[src/rtl/cellscan_pkg.sv]
package cellscan_pkg;

  localparam int NCH    = 8;
  localparam int CHW    = $clog2(NCH);
  localparam int BYTE_W = 8;
  localparam int RES_W  = 2 * BYTE_W;

  typedef enum logic [3:0] {
    ST_IDLE,
    ST_WAIT,
    ST_STBH,
    ST_STBL,
    ST_CSLO,
    ST_BYTE1,
    ST_SETTLE,
    ST_BYTE2,
    ST_EXOFF,
    ST_STORE
  } seq_state_t;

  // One-hot gate word for a slot: bits 6 down to 0, then bit 7.
  function automatic logic [BYTE_W-1:0] enable_for_slot(input logic [CHW-1:0] s);
    logic [CHW-1:0] b;
    b = (s == CHW'(NCH - 1)) ? CHW'(NCH - 1) : CHW'(NCH - 2) - s;
    return BYTE_W'(1) << b;
  endfunction

  // Converter command for a slot: next input is slot+1 (wrapping).
  function automatic logic [BYTE_W-1:0] cmd_for_slot(input logic [CHW-1:0] s);
    logic [CHW-1:0] inp;
    inp = s + CHW'(1);
    return {1'b1, inp[0], inp[2:1], 4'b0100};
  endfunction

endpackage

[src/rtl/cellscan_tick.sv]
module cellscan_tick #(
  parameter int PERIOD_W = 16
) (
  input  logic                clk,
  input  logic                rst,
  input  logic [PERIOD_W-1:0] period,
  output logic                tick
);
  logic [PERIOD_W-1:0] cnt;
  logic [PERIOD_W:0]   nxt;

  assign nxt = {1'b0, cnt} + (PERIOD_W+1)'(1);

  always_ff @(posedge clk) begin
    if (rst) begin
      cnt  <= '0;
      tick <= 1'b0;
    end else begin
      tick <= 1'b0;
      if (nxt >= {1'b0, period}) begin
        cnt  <= '0;
        tick <= 1'b1;
      end else begin
        cnt <= nxt[PERIOD_W-1:0];
      end
    end
  end
endmodule

[src/rtl/cellscan_spi.sv]
module cellscan_spi #(
  parameter int BYTE_W = 8
) (
  input  logic              clk,
  input  logic              rst,
  input  logic              start,
  input  logic [BYTE_W-1:0] tx,
  input  logic              miso,
  output logic              sclk,
  output logic              mosi,
  output logic [BYTE_W-1:0] rx,
  output logic              done
);
  localparam int BW = $clog2(BYTE_W);

  logic [1:0]        ph;
  logic [BW-1:0]     bitn;
  logic              busy;
  logic [BYTE_W-1:0] sh;

  always_ff @(posedge clk) begin
    if (rst) begin
      ph   <= '0;
      bitn <= '0;
      busy <= 1'b0;
      sh   <= '0;
      sclk <= 1'b0;
      mosi <= 1'b0;
      rx   <= '0;
      done <= 1'b0;
    end else begin
      done <= 1'b0;
      if (start) begin
        busy <= 1'b1;
        ph   <= '0;
        bitn <= BW'(BYTE_W - 1);
        sh   <= tx;
        mosi <= tx[BYTE_W-1];
        sclk <= 1'b0;
      end else if (busy) begin
        ph <= ph + 2'd1;
        if (ph == 2'd1) begin
          sclk <= 1'b1;
        end else if (ph == 2'd2) begin
          rx <= {rx[BYTE_W-2:0], miso};
        end else if (ph == 2'd3) begin
          sclk <= 1'b0;
          if (bitn == '0) begin
            busy <= 1'b0;
            done <= 1'b1;
            mosi <= 1'b0;
          end else begin
            bitn <= bitn - BW'(1);
            sh   <= {sh[BYTE_W-2:0], 1'b0};
            mosi <= sh[BYTE_W-2];
          end
        end
      end
    end
  end
endmodule

[src/rtl/cellscan_bank.sv]
module cellscan_bank #(
  parameter int DEPTH = 8,
  parameter int DW    = 16,
  localparam int AW   = $clog2(DEPTH)
) (
  input  logic          clk,
  input  logic          rst,
  input  logic          we,
  input  logic [AW-1:0] waddr,
  input  logic [DW-1:0] wdata,
  input  logic [AW-1:0] raddr,
  output logic [DW-1:0] rdata
);
  logic [DW-1:0] mem [DEPTH];

  always_ff @(posedge clk) begin
    if (we) mem[waddr] <= wdata;
  end

  always_ff @(posedge clk) begin
    if (rst) rdata <= '0;
    else     rdata <= mem[raddr];
  end
endmodule

[src/rtl/cellscan_seq.sv]
module cellscan_seq
  import cellscan_pkg::*;
#(
  parameter int PERIOD_W = 16,
  parameter int SETTLE_W = 8
) (
  input  logic                clk,
  input  logic                rst,
  input  logic [PERIOD_W-1:0] cfg_period,
  input  logic [SETTLE_W-1:0] cfg_settle,
  input  logic                bus_busy,
  input  logic [NCH-1:0]      rd_lock,
  input  logic [CHW-1:0]      rd_addr,
  output logic [RES_W-1:0]    rd_data,
  output logic [BYTE_W-1:0]   latch_d,
  output logic                latch_stb,
  output logic                excite,
  output logic                spi_cs_n,
  output logic                spi_sclk,
  output logic                spi_mosi,
  input  logic                spi_miso,
  output logic                scan_done,
  output logic                overrun
);
  seq_state_t          state;
  logic [CHW-1:0]      slot;
  logic [SETTLE_W-1:0] wait_cnt;
  logic [BYTE_W-1:0]   hi_byte;
  logic [BYTE_W-1:0]   lo_byte;
  logic                tick;
  logic                sh_start;
  logic [BYTE_W-1:0]   sh_tx;
  logic [BYTE_W-1:0]   sh_rx;
  logic                sh_done;
  logic                bank_we;

  cellscan_tick #(.PERIOD_W(PERIOD_W)) tick_i (
    .clk(clk), .rst(rst), .period(cfg_period), .tick(tick)
  );

  // First byte starts with chip select, second after the settling wait.
  assign sh_start = (state == ST_CSLO) || (state == ST_SETTLE && wait_cnt == '0);
  assign sh_tx    = (state == ST_CSLO) ? cmd_for_slot(slot) : '0;

  cellscan_spi #(.BYTE_W(BYTE_W)) spi_i (
    .clk(clk), .rst(rst), .start(sh_start), .tx(sh_tx), .miso(spi_miso),
    .sclk(spi_sclk), .mosi(spi_mosi), .rx(sh_rx), .done(sh_done)
  );

  assign bank_we = (state == ST_STORE) && !rd_lock[slot];

  cellscan_bank #(.DEPTH(NCH), .DW(RES_W)) bank_i (
    .clk(clk), .rst(rst), .we(bank_we), .waddr(slot),
    .wdata({hi_byte, lo_byte}), .raddr(rd_addr), .rdata(rd_data)
  );

  always_ff @(posedge clk) begin
    if (rst) begin
      state     <= ST_IDLE;
      slot      <= '0;
      wait_cnt  <= '0;
      hi_byte   <= '0;
      lo_byte   <= '0;
      latch_d   <= '0;
      latch_stb <= 1'b0;
      excite    <= 1'b0;
      spi_cs_n  <= 1'b1;
      scan_done <= 1'b0;
      overrun   <= 1'b0;
    end else begin
      scan_done <= 1'b0;
      if (tick && state != ST_IDLE) overrun <= 1'b1;
      case (state)
        ST_IDLE: if (tick) begin
          slot  <= '0;
          state <= ST_WAIT;
        end
        ST_WAIT: if (!bus_busy) begin
          latch_d <= enable_for_slot(slot);
          state   <= ST_STBH;
        end
        ST_STBH: begin
          latch_stb <= 1'b1;
          state     <= ST_STBL;
        end
        ST_STBL: begin
          latch_stb <= 1'b0;
          state     <= ST_CSLO;
        end
        ST_CSLO: begin
          spi_cs_n <= 1'b0;
          state    <= ST_BYTE1;
        end
        ST_BYTE1: if (sh_done) begin
          hi_byte  <= sh_rx;
          excite   <= 1'b1;
          wait_cnt <= cfg_settle;
          state    <= ST_SETTLE;
        end
        ST_SETTLE: begin
          if (wait_cnt == '0) state <= ST_BYTE2;
          else                wait_cnt <= wait_cnt - SETTLE_W'(1);
        end
        ST_BYTE2: if (sh_done) begin
          lo_byte  <= sh_rx;
          spi_cs_n <= 1'b1;
          state    <= ST_EXOFF;
        end
        ST_EXOFF: begin
          excite <= 1'b0;
          state  <= ST_STORE;
        end
        ST_STORE: begin
          if (slot == CHW'(NCH - 1)) begin
            scan_done <= 1'b1;
            state     <= ST_IDLE;
          end else begin
            slot  <= slot + CHW'(1);
            state <= ST_WAIT;
          end
        end
        default: state <= ST_IDLE;
      endcase
    end
  end
endmodule

[config.mk]
export PLATFORM = sky130hd
export DESIGN_NAME = cellscan_seq
export DESIGN_NICKNAME = d
export VERILOG_FILES = /design/src/rtl/cellscan_pkg.sv /design/src/rtl/cellscan_tick.sv /design/src/rtl/cellscan_spi.sv /design/src/rtl/cellscan_bank.sv /design/src/rtl/cellscan_seq.sv
export SDC_FILE = /design/constraint.sdc
export NUM_CORES = 1
export LEC_CHECK = 0
export BUFFER_PORTS_ARGS = -buffer_cell sky130_fd_sc_hd__buf_2
export CAP_MARGIN = 20
export CORE_ASPECT_RATIO = 1.4
export CORE_UTILIZATION = 35
export CTS_BUF_LIST = sky130_fd_sc_hd__clkbuf_4 sky130_fd_sc_hd__clkbuf_8
export CTS_CLUSTER_DIAMETER = 30
export DETAILED_ROUTE_END_ITERATION = 6
export PLACE_DENSITY = 0.61
export SKIP_LAST_GASP = 1
export SYNTH_ARGS = -nofsm -noshare
export SYNTH_HDL_FRONTEND = slang
export SYNTH_SLANG_ARGS = --single-unit
[constraint.sdc]
create_clock -name clk -period 5.45 [get_ports clk]
set_input_delay 1.09 -clock clk [delete_from_list [all_inputs] [get_ports clk]]
set_output_delay 1.09 -clock clk [all_outputs]
set_load 0.1 [all_outputs]
==> results of run 1 <==
worst max-delay path: stages, from the launching register on:
cell	delay, ps
dfxtp_1	390
ha_1	220
nand4_1	210
nand2b_1	250
nor2_1	180
xnor2_1	160
inv_1	70
ha_1	290
a21o_1	180
a21o_1	280
nor2_1	500
nor4b_1	280
metrics by stage:
stage	util, %	instances	setup WS, ps
global placement	38.3	1148	2460
detailed placement	38.3	1148	2350
global route	42.1	1231	2020
floorplan	-	741	2200
CTS	42.1	1231	2330
finish	42.1	1231	2340
synth_stat cells, types with 10 or more instances:
cell type,number
a21oi_1,29
buf_2,14
clkbuf_1,19
dfxtp_1,99
edfxtp_1,128
ha_1,26
inv_1,32
mux2i_1,47
mux4_2,32
nand2_1,45
nand3_1,17
nand4_1,10
nor2_1,80
nor3_1,24
nor4_1,10
o21ai_0,11
xnor2_1,12
layer usage:
layer  vias up  routed length, um  global-route usage, %
met3        45                876                   3.31
met4         0                535                   5.89
li1       2925                  -                      -
met2       127              10300                   26.9
met1      2898               7620                   15.9
met5         -                  0                      0
layout make-up:
class,count,area (um2)
clock buffers,57,734
multi-input cells,441,3450
clock inverters,26,295
repair buffers,82,443
fillers,2552,15600
inverters,33,124
well taps,365,457
flip-flops and latches,227,5830
logic make-up after synthesis:
logic type | synth area share, %
xor gates and xnor gates | 1.55
and+or+nand+nor | 12.3
adders and majority gates | 3.40
DFF | 60.8
buffers and inverters | 3.28
AOI/OAI and AO/OA | 6.08
muxes | 12.6
power breakdown:
| group | switching [mW] | total [mW] | leakage (nW) | internal [mW] |
|---|---|---|---|---|
| registers | 0.0187 | 1.83 | 1.99 | 1.81 |
| clock network | 0.758 | 1.90 | 0.521 | 1.15 |
| logic | 0.150 | 0.219 | 1.76 | 0.0692 |
| total | 0.927 | 3.95 | 4.27 | 3.02 |
layout by cell type (no fill, tap or decap), drive strengths merged, types with 6 or more instances in the layout:
master and count:
a21o 7, a21oi 34, buf 82, clkbuf 57
clkinv 15, dfxtp 99, edfxtp 128, ha 26
inv 34, mux2i 47, mux4 32, nand2 45
nand2b 8, nand3 17, nand3b 6, nand4 10
nor2 80, nor3 25, nor4 12, o21ai 18
xnor2 12
final timing paths:
kind	start	end	slack [ps]
worst max-delay path	tick_i.cnt[0]$_SDFF_PP0_	tick_i.cnt[15]$_SDFF_PP0_	2340
worst min-delay path	latch_d[1]$_SDFFE_PP0P_	latch_d[1]$_SDFFE_PP0P_	460
worst max register to register	tick_i.cnt[0]$_SDFF_PP0_	tick_i.cnt[15]$_SDFF_PP0_	2340
worst min register to register	latch_d[1]$_SDFFE_PP0P_	latch_d[1]$_SDFFE_PP0P_	460
sequential cells by signal (all words and copies together) (netlist names):
signal and cells:
bank_i.mem 128, bank_i.rdata 16, excite 1, hi_byte 8, latch_d 8, latch_stb 1
lo_byte 8, overrun 1, scan_done 1, slot 3, spi_cs_n 1, spi_i.bitn 3
spi_i.busy 1, spi_i.done 1, spi_i.mosi 1, spi_i.ph 2, spi_i.rx 8, spi_i.sclk 1
spi_i.sh 5, state 4, tick_i.cnt 16, tick_i.tick 1, wait_cnt 8
==> impl_metrics.py, run 1 <==
metrics = {
    "outcome": {
        "status": "complete, no violations",
    },
    "cells_and_area": {
        "layout.nets": 895,
        "fin_area_um2": 11300,
        "drive_gt1_share_pct": 24.6,
        "area_growth_pct": 18.3,
        "num_antenna_cells": 0,
    },
    "clock_network": {
        "cts-resized-gates": 0,
        "clk_latency_ps": 540,
        "cts_hold_buf": 0,
        "numCtsBuffers": 45,
        "clockBufferDepth": 3,
        "cts.clk_slew.worst_paths_ps": 60,
        "cts_tree": "done",
        "cts_setup_buffers": 0,
        "cts.sinks": 227,
        "cts-htree-levels": 2,
        "cts-root-buf": "clkbuf_8",
    },
    "drt": {
        "viasPerCell": 4.87,
        "avgRoutedWirePerCell_um": 15.7,
        "drc": 0,
        "antenna_left": 0,
        "vias": 5995,
        "initialDrtViolationCount": 261,
        "drtPass1Iterations": 4,
        "wl_um": 19400,
    },
    "timing": {
        "hold_ws_ps": 458,
        "finalSetupViolCount": 0,
        "tightest_slew_ps": 862,
        "max_freq_mhz": 322,
        "drv_slew": 0,
        "finalCriticalPeriod_ps": 3110,
        "tns_ps": 0,
        "period_share_pct": 57.0,
        "slew_headroom_pct": 42.4,
        "hold_viol": 0,
        "finClkSkew_ps": 12.8,
        "rsz0062_at_grt": "no",
    },
    "worst_setup_path": {
        "worstPathMaxFanout": 10,
        "worstSetupPathType": "reg2reg",
        "start_kind": "register",
        "r2r_cells": 11,
        "cp.arrival_ps": 3550,
        "cp-end-kind": "register",
        "crit_required_ps": 5890,
    },
    "logic_synthesis": {
        "synthesis.yosys.warnings": 0,
        "synthesis.area_um2": 9580,
        "syn_nets": 806,
        "synthFlopType": "edfxtp_1",
        "synthDominantCellAreaShare_pct": 40.1,
        "synth_top_area_cell": "edfxtp_1",
        "synth_cells": 741,
        "synthArstFlopShare_pct": 0,
        "ys_seq_elements": 227,
        "postSynthAreaPerCell_um2": 12.9,
        "synth_edf_count": 128,
        "synthTopCellsByArea": "edfxtp_1 (40%), dfxtp_1 (21%), mux4_2 (7.5%)",
        "ys_seq_area_share_pct": 60.8,
        "yosysUniqueCellTypes": 67,
    },
    "min_path": {
        "worstHoldPathType": "reg2reg",
        "hold-path-cell-count": 2,
    },
    "placement": {
        "io_buffers": 69,
        "hpwl_um": 12400,
        "postPlaceCellArea_um2": 10300,
        "place.gp.congestion": 0.823,
    },
    "floorplan": {
        "die_w_um": 142,
        "die-area_um2": 28000,
        "rows": 71,
        "boundaryPins": 70,
        "die_h_um": 198,
        "initial_core_util_pct": 35.6,
        "core_region_area_um2": 26900,
    },
    "pwr": {
        "pwr_density_cell_nw_per_um2": 349,
        "peakVddDrop_uv": 226,
        "totalPowerFinal_mw": 3.95,
        "cellLeakagePower_nw": 4.27,
    },
    "grt": {
        "grt_pass1_wl_um": 31800,
        "globalRouteTotalUtil_pct": 14.6,
        "grt_pass1_vias": 6153,
        "gr-total-overflow": 0,
        "antenna_found_initial": 0,
        "grt_max_degree": 45,
    },
    "job": {
        "cap_violations": 0,
    },
}
(Power assumes the default switching activity.)
==> run 2, diff against run 1 <==
==> constraint.sdc (replaced) <==
create_clock -name clk -period 2.96 [get_ports clk]
set_input_delay 0.592 -clock clk [delete_from_list [all_inputs] [get_ports clk]]
set_output_delay 0.592 -clock clk [all_outputs]
set_load 0.1 [all_outputs]
==> run 2 against run 1 <==
Against the previous run: critical path depth decreased by 1; maximum frequency is 12% higher; sequential power rose by 83%; sequential share of layout area is 0.70 points lower; clock skew increased by 9.8 ps; via count increased by 2.3%; combinational power grew 100%; flip-flop and latch count did not move; worst setup slack worse by 2100 ps; non-clock buffer count is 16 higher; power up 83%; first-iteration DRC count is 18% lower; highest routed layer unchanged.
==> impl_metrics.py, run 2 (synthesis results as in run 1) <==
metrics = {
    "clock_network": {
        "cts-root-buf": "clkbuf_8",
        "cts-htree-levels": 2,
        "clockBufferDepth": 3,
        "cts.sinks": 227,
        "numCtsBuffers": 44,
        "cts.clk_slew.worst_paths_ps": 60,
        "cts_tree": "done",
        "cts_setup_buffers": 0,
        "clk_latency_ps": 550,
    },
    "cells_and_area": {
        "layout.nets": 910,
        "largestRegisters": "bank_i.mem: 128 flops, bank_i.rdata: 16 flops, tick_i.cnt: 16 flops",
        "layout_common_cells": "edfxtp_1 (128), dfxtp_1 (98), nor2_1 (79)",
        "area_growth_pct": 19.9,
        "fin_util_pct": 42.7,
        "largest_register": "bank_i.mem",
        "num_antenna_cells": 0,
        "largest_reg_flops": 128,
        "mostFrequentLayoutCell": "edfxtp_1",
        "final.fill_count": 2508,
        "final_cells": 1246,
        "drive_gt1_share_pct": 26.8,
    },
    "timing": {
        "finalSetupViolCount": 0,
        "max_freq_mhz": 362,
        "finalCriticalPeriod_ps": 2770,
        "rsz0062_at_grt": "no",
        "hold_viol": 0,
        "period_share_pct": 93.4,
        "slew_headroom_pct": 54.0,
        "finClkSkew_ps": 22.6,
        "drv_slew": 0,
        "tightest_slew_ps": 684,
        "tns_ps": 0,
    },
    "floorplan": {
        "die-area_um2": 28000,
        "boundaryPins": 70,
        "rows": 71,
        "die_w_um": 142,
        "die_h_um": 198,
        "core_region_area_um2": 26900,
        "initial_core_util_pct": 35.6,
    },
    "placement": {
        "place.gp.congestion": 0.849,
        "io_buffers": 69,
        "hpwl_um": 12500,
        "place_inst": 1164,
    },
    "grt": {
        "gr-total-overflow": 0,
        "globalRouteTotalUtil_pct": 14.7,
        "grt_max_degree": 51,
        "antenna_found_initial": 0,
        "grt_pass1_vias": 6258,
        "grt_pass1_wl_um": 32000,
    },
    "worst_setup_path": {
        "r2r_cells": 10,
        "cp-startpoint": "tick_i.cnt[0]$_SDFF_PP0_",
        "reg2reg_from": "tick_i.cnt[0]$_SDFF_PP0_",
        "cp-end-kind": "register",
        "crit_required_ps": 3420,
        "worstPathMaxFanout": 11,
        "cp.arrival_ps": 3220,
        "worstSetupPathType": "reg2reg",
        "start_kind": "register",
    },
    "min_path": {
        "worstHoldStart": "spi_miso",
        "worstHoldPathType": "in2reg",
        "hold-path-cell-count": 3,
    },
    "pwr": {
        "pwr_density_cell_nw_per_um2": 628,
        "peakVddDrop_uv": 355,
        "cellLeakagePower_nw": 4.36,
    },
    "drt": {
        "drtPass1Iterations": 4,
        "antenna_left": 0,
        "drc": 0,
        "wl_um": 19800,
        "vias": 6135,
        "avgRoutedWirePerCell_um": 15.9,
        "viasPerCell": 4.92,
        "initialDrtViolationCount": 215,
    },
    "outcome": {
        "status": "complete, no violations",
    },
    "job": {
        "cap_violations": 0,
    },
}
## run 2: changes by cell type in the layout (fill, tap and decap cells not counted), sizes merged
cell	delta
buf	+16
bufinv	-1
clkbuf	+1
clkinv	-2
inv	+1
## run 2: final timing paths
check                                   end  slack (ps)
hold / removal     spi_i.rx[0]$_SDFFE_PP0P_         320
hold reg to reg     latch_d[2]$_SDFFE_PP0P_         460
setup / recovery  tick_i.cnt[12]$_SDFF_PP0_         190
setup reg to reg  tick_i.cnt[12]$_SDFF_PP0_         190
## run 2: critical path: stages, from the launching register on
cell and delay, ps:
dfxtp_2 360, ha_2 210, nand4_1 200, nor2_1 170
xor2_1 220, ha_1 280, a211oi_1 210, nor2_1 80
o41a_4 550, buf_4 190, nor3_1 200
## run 2: repair_timing
item / 4_1_cts / 5_1_grt
hold buffers: 0 / 0
setup endpoints to repair: 0 / 17
resized for setup: 0 / 9
## run 2: layer usage
layer / track usage, % / wire length [um]
met1: 16.4 / 7920
met2: 27.4 / 10500
met3: 3.29 / 946
met4: 5.10 / 387
met5: 0 / 0
## run 2: cell type report
cell class                 instances  area, um2  share of cell area [%]
clock buffer                      58        742                    6.46
clock inverter                    24        259                    2.26
inverter                          33        124                    1.08
multi-input combinational        441       3490                    30.4
sequential                       227       5830                    50.7
tap                              365        457                    3.98
timing repair buffer              98        588                    5.12
## run 2: per-stage QoR
stage | hold WS [ps] | total power, mW | worst slack, ps | cell area [um2]
finish | 324 | 7.21 | 194 | 11500
global route | 337 | 7.49 | 19.2 | 11500
CTS | 313 | 7.30 | 65.4 | 11400
detailed placement | 441 | 3.86 | 102 | 10400
global placement | 444 | 3.86 | 148 | 10400
floorplan | 447 | 3.75 | 152 | 9580
## run 2: power breakdown
part / leakage [nW] / internal [mW] / switching [mW]
sequential: 1.99 / 3.33 / 0.0144
combinational: 1.86 / 0.143 / 0.304
clock: 0.509 / 2.03 / 1.39
==> run 3, diff against run 2 <==
--- a/config.mk
+++ b/config.mk
@@ -16,4 +16,5 @@
 export SKIP_LAST_GASP = 1
 export SYNTH_ARGS = -nofsm -noshare
 export SYNTH_HDL_FRONTEND = slang
+export SYNTH_HIERARCHICAL = 1
 export SYNTH_SLANG_ARGS = --single-unit
==> run 3 against run 2 <==
Against the previous run: synthesized area is 2.7% higher; non-clock buffer count is 9 lower; via count is 3.4% lower; sequential share of layout area is 0.056 points higher.
==> impl_metrics.py, run 3 <==
metrics = {
    "drt": {
        "wl_um": 19500,
        "antenna_left": 0,
        "drtPass1Iterations": 4,
        "avgRoutedWirePerCell_um": 15.9,
        "viasPerCell": 4.81,
        "drc": 0,
        "initialDrtViolationCount": 196,
        "vias": 5928,
    },
    "clock_network": {
        "cts-htree-levels": 2,
        "cts-resized-gates": 0,
        "numCtsBuffers": 44,
        "clockBufferDepth": 3,
        "cts.sinks": 229,
        "clk_latency_ps": 540,
        "cts_setup_buffers": 0,
        "cts_tree": "done",
        "cts-root-buf": "clkbuf_8",
        "cts_hold_buf": 0,
        "cts.clk_slew.worst_paths_ps": 60,
    },
    "logic_synthesis": {
        "post-synth-top-count-cell": "edfxtp_1",
        "synthFlopType": "edfxtp_1",
        "synthesis.area_um2": 9830,
        "yosys-top-cells-count": "edfxtp_1 (128), dfxtp_1 (101), nor2_1 (96)",
        "ys_seq_elements": 229,
        "synthArstFlopShare_pct": 0,
        "synthesis.yosys.warnings": 6,
        "yosysUniqueCellTypes": 77,
        "synth_edf_count": 128,
        "synthDominantCellAreaShare_pct": 39.1,
        "ys_seq_area_share_pct": 59.7,
        "synthTopCellsByArea": "edfxtp_1 (39%), dfxtp_1 (21%), mux4_2 (7.6%)",
        "synth_cells": 728,
        "postSynthAreaPerCell_um2": 13.5,
        "synth_top_area_cell": "edfxtp_1",
    },
    "grt": {
        "gr-total-overflow": 0,
        "grt_pass1_wl_um": 32300,
        "grt_pass1_vias": 6281,
        "antenna_found_initial": 1,
        "globalRouteTotalUtil_pct": 14.5,
        "grt_max_degree": 62,
    },
    "cells_and_area": {
        "num_antenna_cells": 0,
        "largestRegisters": "bank_i/mem: 128 flops, bank_i/rdata: 16 flops, tick_i/cnt: 16 flops",
        "layout.nets": 898,
        "fin_area_um2": 11500,
        "drive_gt1_share_pct": 26.5,
        "largest_reg_flops": 128,
        "area_growth_pct": 17.5,
        "fin_util_pct": 41.8,
        "multi_input_area_um2": 3620,
        "regArea_um2": 5870,
        "largest_register": "bank_i/mem",
        "layout_common_cells": "edfxtp_1 (128), dfxtp_1 (101), nor2_1 (96)",
        "final.fill_count": 2647,
        "mostFrequentLayoutCell": "edfxtp_1",
        "final_cells": 1232,
    },
    "outcome": {
        "status": "complete, no violations",
    },
    "timing": {
        "rsz0062_at_grt": "no",
        "finalSetupViolCount": 0,
        "period_share_pct": 88.9,
        "finClkSkew_ps": 24.0,
        "max_freq_mhz": 380,
        "tightest_slew_ps": 897,
        "finalCriticalPeriod_ps": 2630,
        "drv_slew": 0,
        "slew_headroom_pct": 39.3,
        "timing.final.ws_setup_ps": 329,
        "hold_viol": 0,
    },
    "pwr": {
        "peakVddDrop_uv": 315,
        "combPwrFrac_pct": 13.7,
        "totalPowerFinal_mw": 7.92,
        "switchingPower_mw": 2.12,
        "pwr_density_cell_nw_per_um2": 686,
        "seqPwrFrac_pct": 44.4,
        "cellLeakagePower_nw": 4.37,
        "p_clk_share_pct": 41.9,
        "p_sw_share_pct": 26.7,
        "p_int_mw": 5.81,
    },
    "worst_setup_path": {
        "worstPathMaxFanout": 14,
        "critPathMaxStageDelay_ps": 400,
        "cp-end-kind": "register",
        "worstPathCellList": "ha_1, nand4_4, nor2_1, xor2_1, ha_1, nand3_1, nor3_2, o311ai_4, nand4b_4, nor2b_1",
        "worstSetupPathType": "reg2reg",
        "cp.arrival_ps": 3030,
        "slowest_stage": "dfxtp_1",
        "critical_path.most_common_cell": "ha_1",
        "crit_required_ps": 3360,
        "start_kind": "register",
    },
    "floorplan": {
        "boundaryPins": 70,
        "initial_core_util_pct": 35.5,
        "rows": 72,
        "core_region_area_um2": 27700,
        "die_h_um": 200,
        "die_w_um": 144,
        "die-area_um2": 28800,
    },
    "placement": {
        "hpwl_um": 13000,
        "place_ws_ps": 298,
        "place_inst": 1153,
        "place.gp.congestion": 0.757,
        "io_buffers": 69,
        "postPlaceCellArea_um2": 10600,
    },
    "job": {
        "cap_violations": 0,
    },
    "min_path": {
        "worstHoldPathType": "in2reg",
    },
}
run 3: cell count changes after synthesis, sizes merged, moves of 7 or more:
cell,change
nor4,-9
nor2,+16
nor2b,+15
nand2,-21
a21oi,-15
nor3,-15
a22oi,+7
run 3: worst max-delay path: cells and delay by family, from the launching register on:
kind	cells	cell delay [ps]
AO/OA/AOI/OAI	1	200
XOR/XNOR	1	90
AND/OR/NAND/NOR	6	1160
adder cells (fa/ha/maj)	2	650
flip-flops	1	400
run 3: layer usage:
layer  GRT usage, %  vias up  wire length (um)
met3           3.42       32               734
met2           26.3       99             10500
met4           4.83        2               383
li1               -     2906                 -
met5              0        -                 8
met1           16.2     2889              7960
run 3: worst paths after layout:
| path | cells after the start | startpoint | end | slack (ps) |
|---|---|---|---|---|
| max | 10 | tick_i/cnt[0]$_SDFF_PP0_ | tick_i/cnt[15]$_SDFF_PP0_ | 330 |
| max reg2reg | 10 | tick_i/cnt[0]$_SDFF_PP0_ | tick_i/cnt[15]$_SDFF_PP0_ | 330 |
| min reg2reg | 2 | overrun$_SDFFE_PP0P_ | overrun$_SDFFE_PP0P_ | 470 |
| min | 3 | spi_miso | spi_i/rx[0]$_SDFFE_PP0P_ | 330 |
run 3: logic make-up after synthesis:
family	Yosys count	synth area share, %
flops	229	59.7
simple gates	217	12.0
compound gates	85	6.80
mux	77	12.2
buf+inv	71	3.77
fa+ha+maj	30	3.82
xor+xnor	18	1.76
other cells	1	0.0381
run 3: final cells by class:
cell class / instances / area share [%]
multi-input combinational: 430 / 31.4
tap: 370 / 4.01
timing repair buffer: 89 / 4.42
clock inverter: 25 / 2.24
clock buffer: 54 / 6.00
inverter: 35 / 1.14
sequential: 229 / 50.8
run 3: stage by stage:
stage,TNS [ps],hold WS (ps)
2_1_floorplan,-6600,444
3_3_place_gp,0,450
3_5_place_dp,0,454
4_1_cts,0,306
5_1_grt,0,313
6_report,0,328
run 3: power by group through the flow:
| stage | sequential (mW) | clock [mW] | combinational [mW] |
|---|---|---|---|
| 6_report | 3.52 | 3.32 | 1.08 |
| 5_1_grt | 3.53 | 3.57 | 1.19 |
| 3_3_place_gp | 3.58 | 0 | 1.07 |
| 3_5_place_dp | 3.58 | 0 | 1.09 |
| 4_1_cts | 3.52 | 3.41 | 1.09 |
| 2_1_floorplan | 3.79 | 0 | 0.673 |
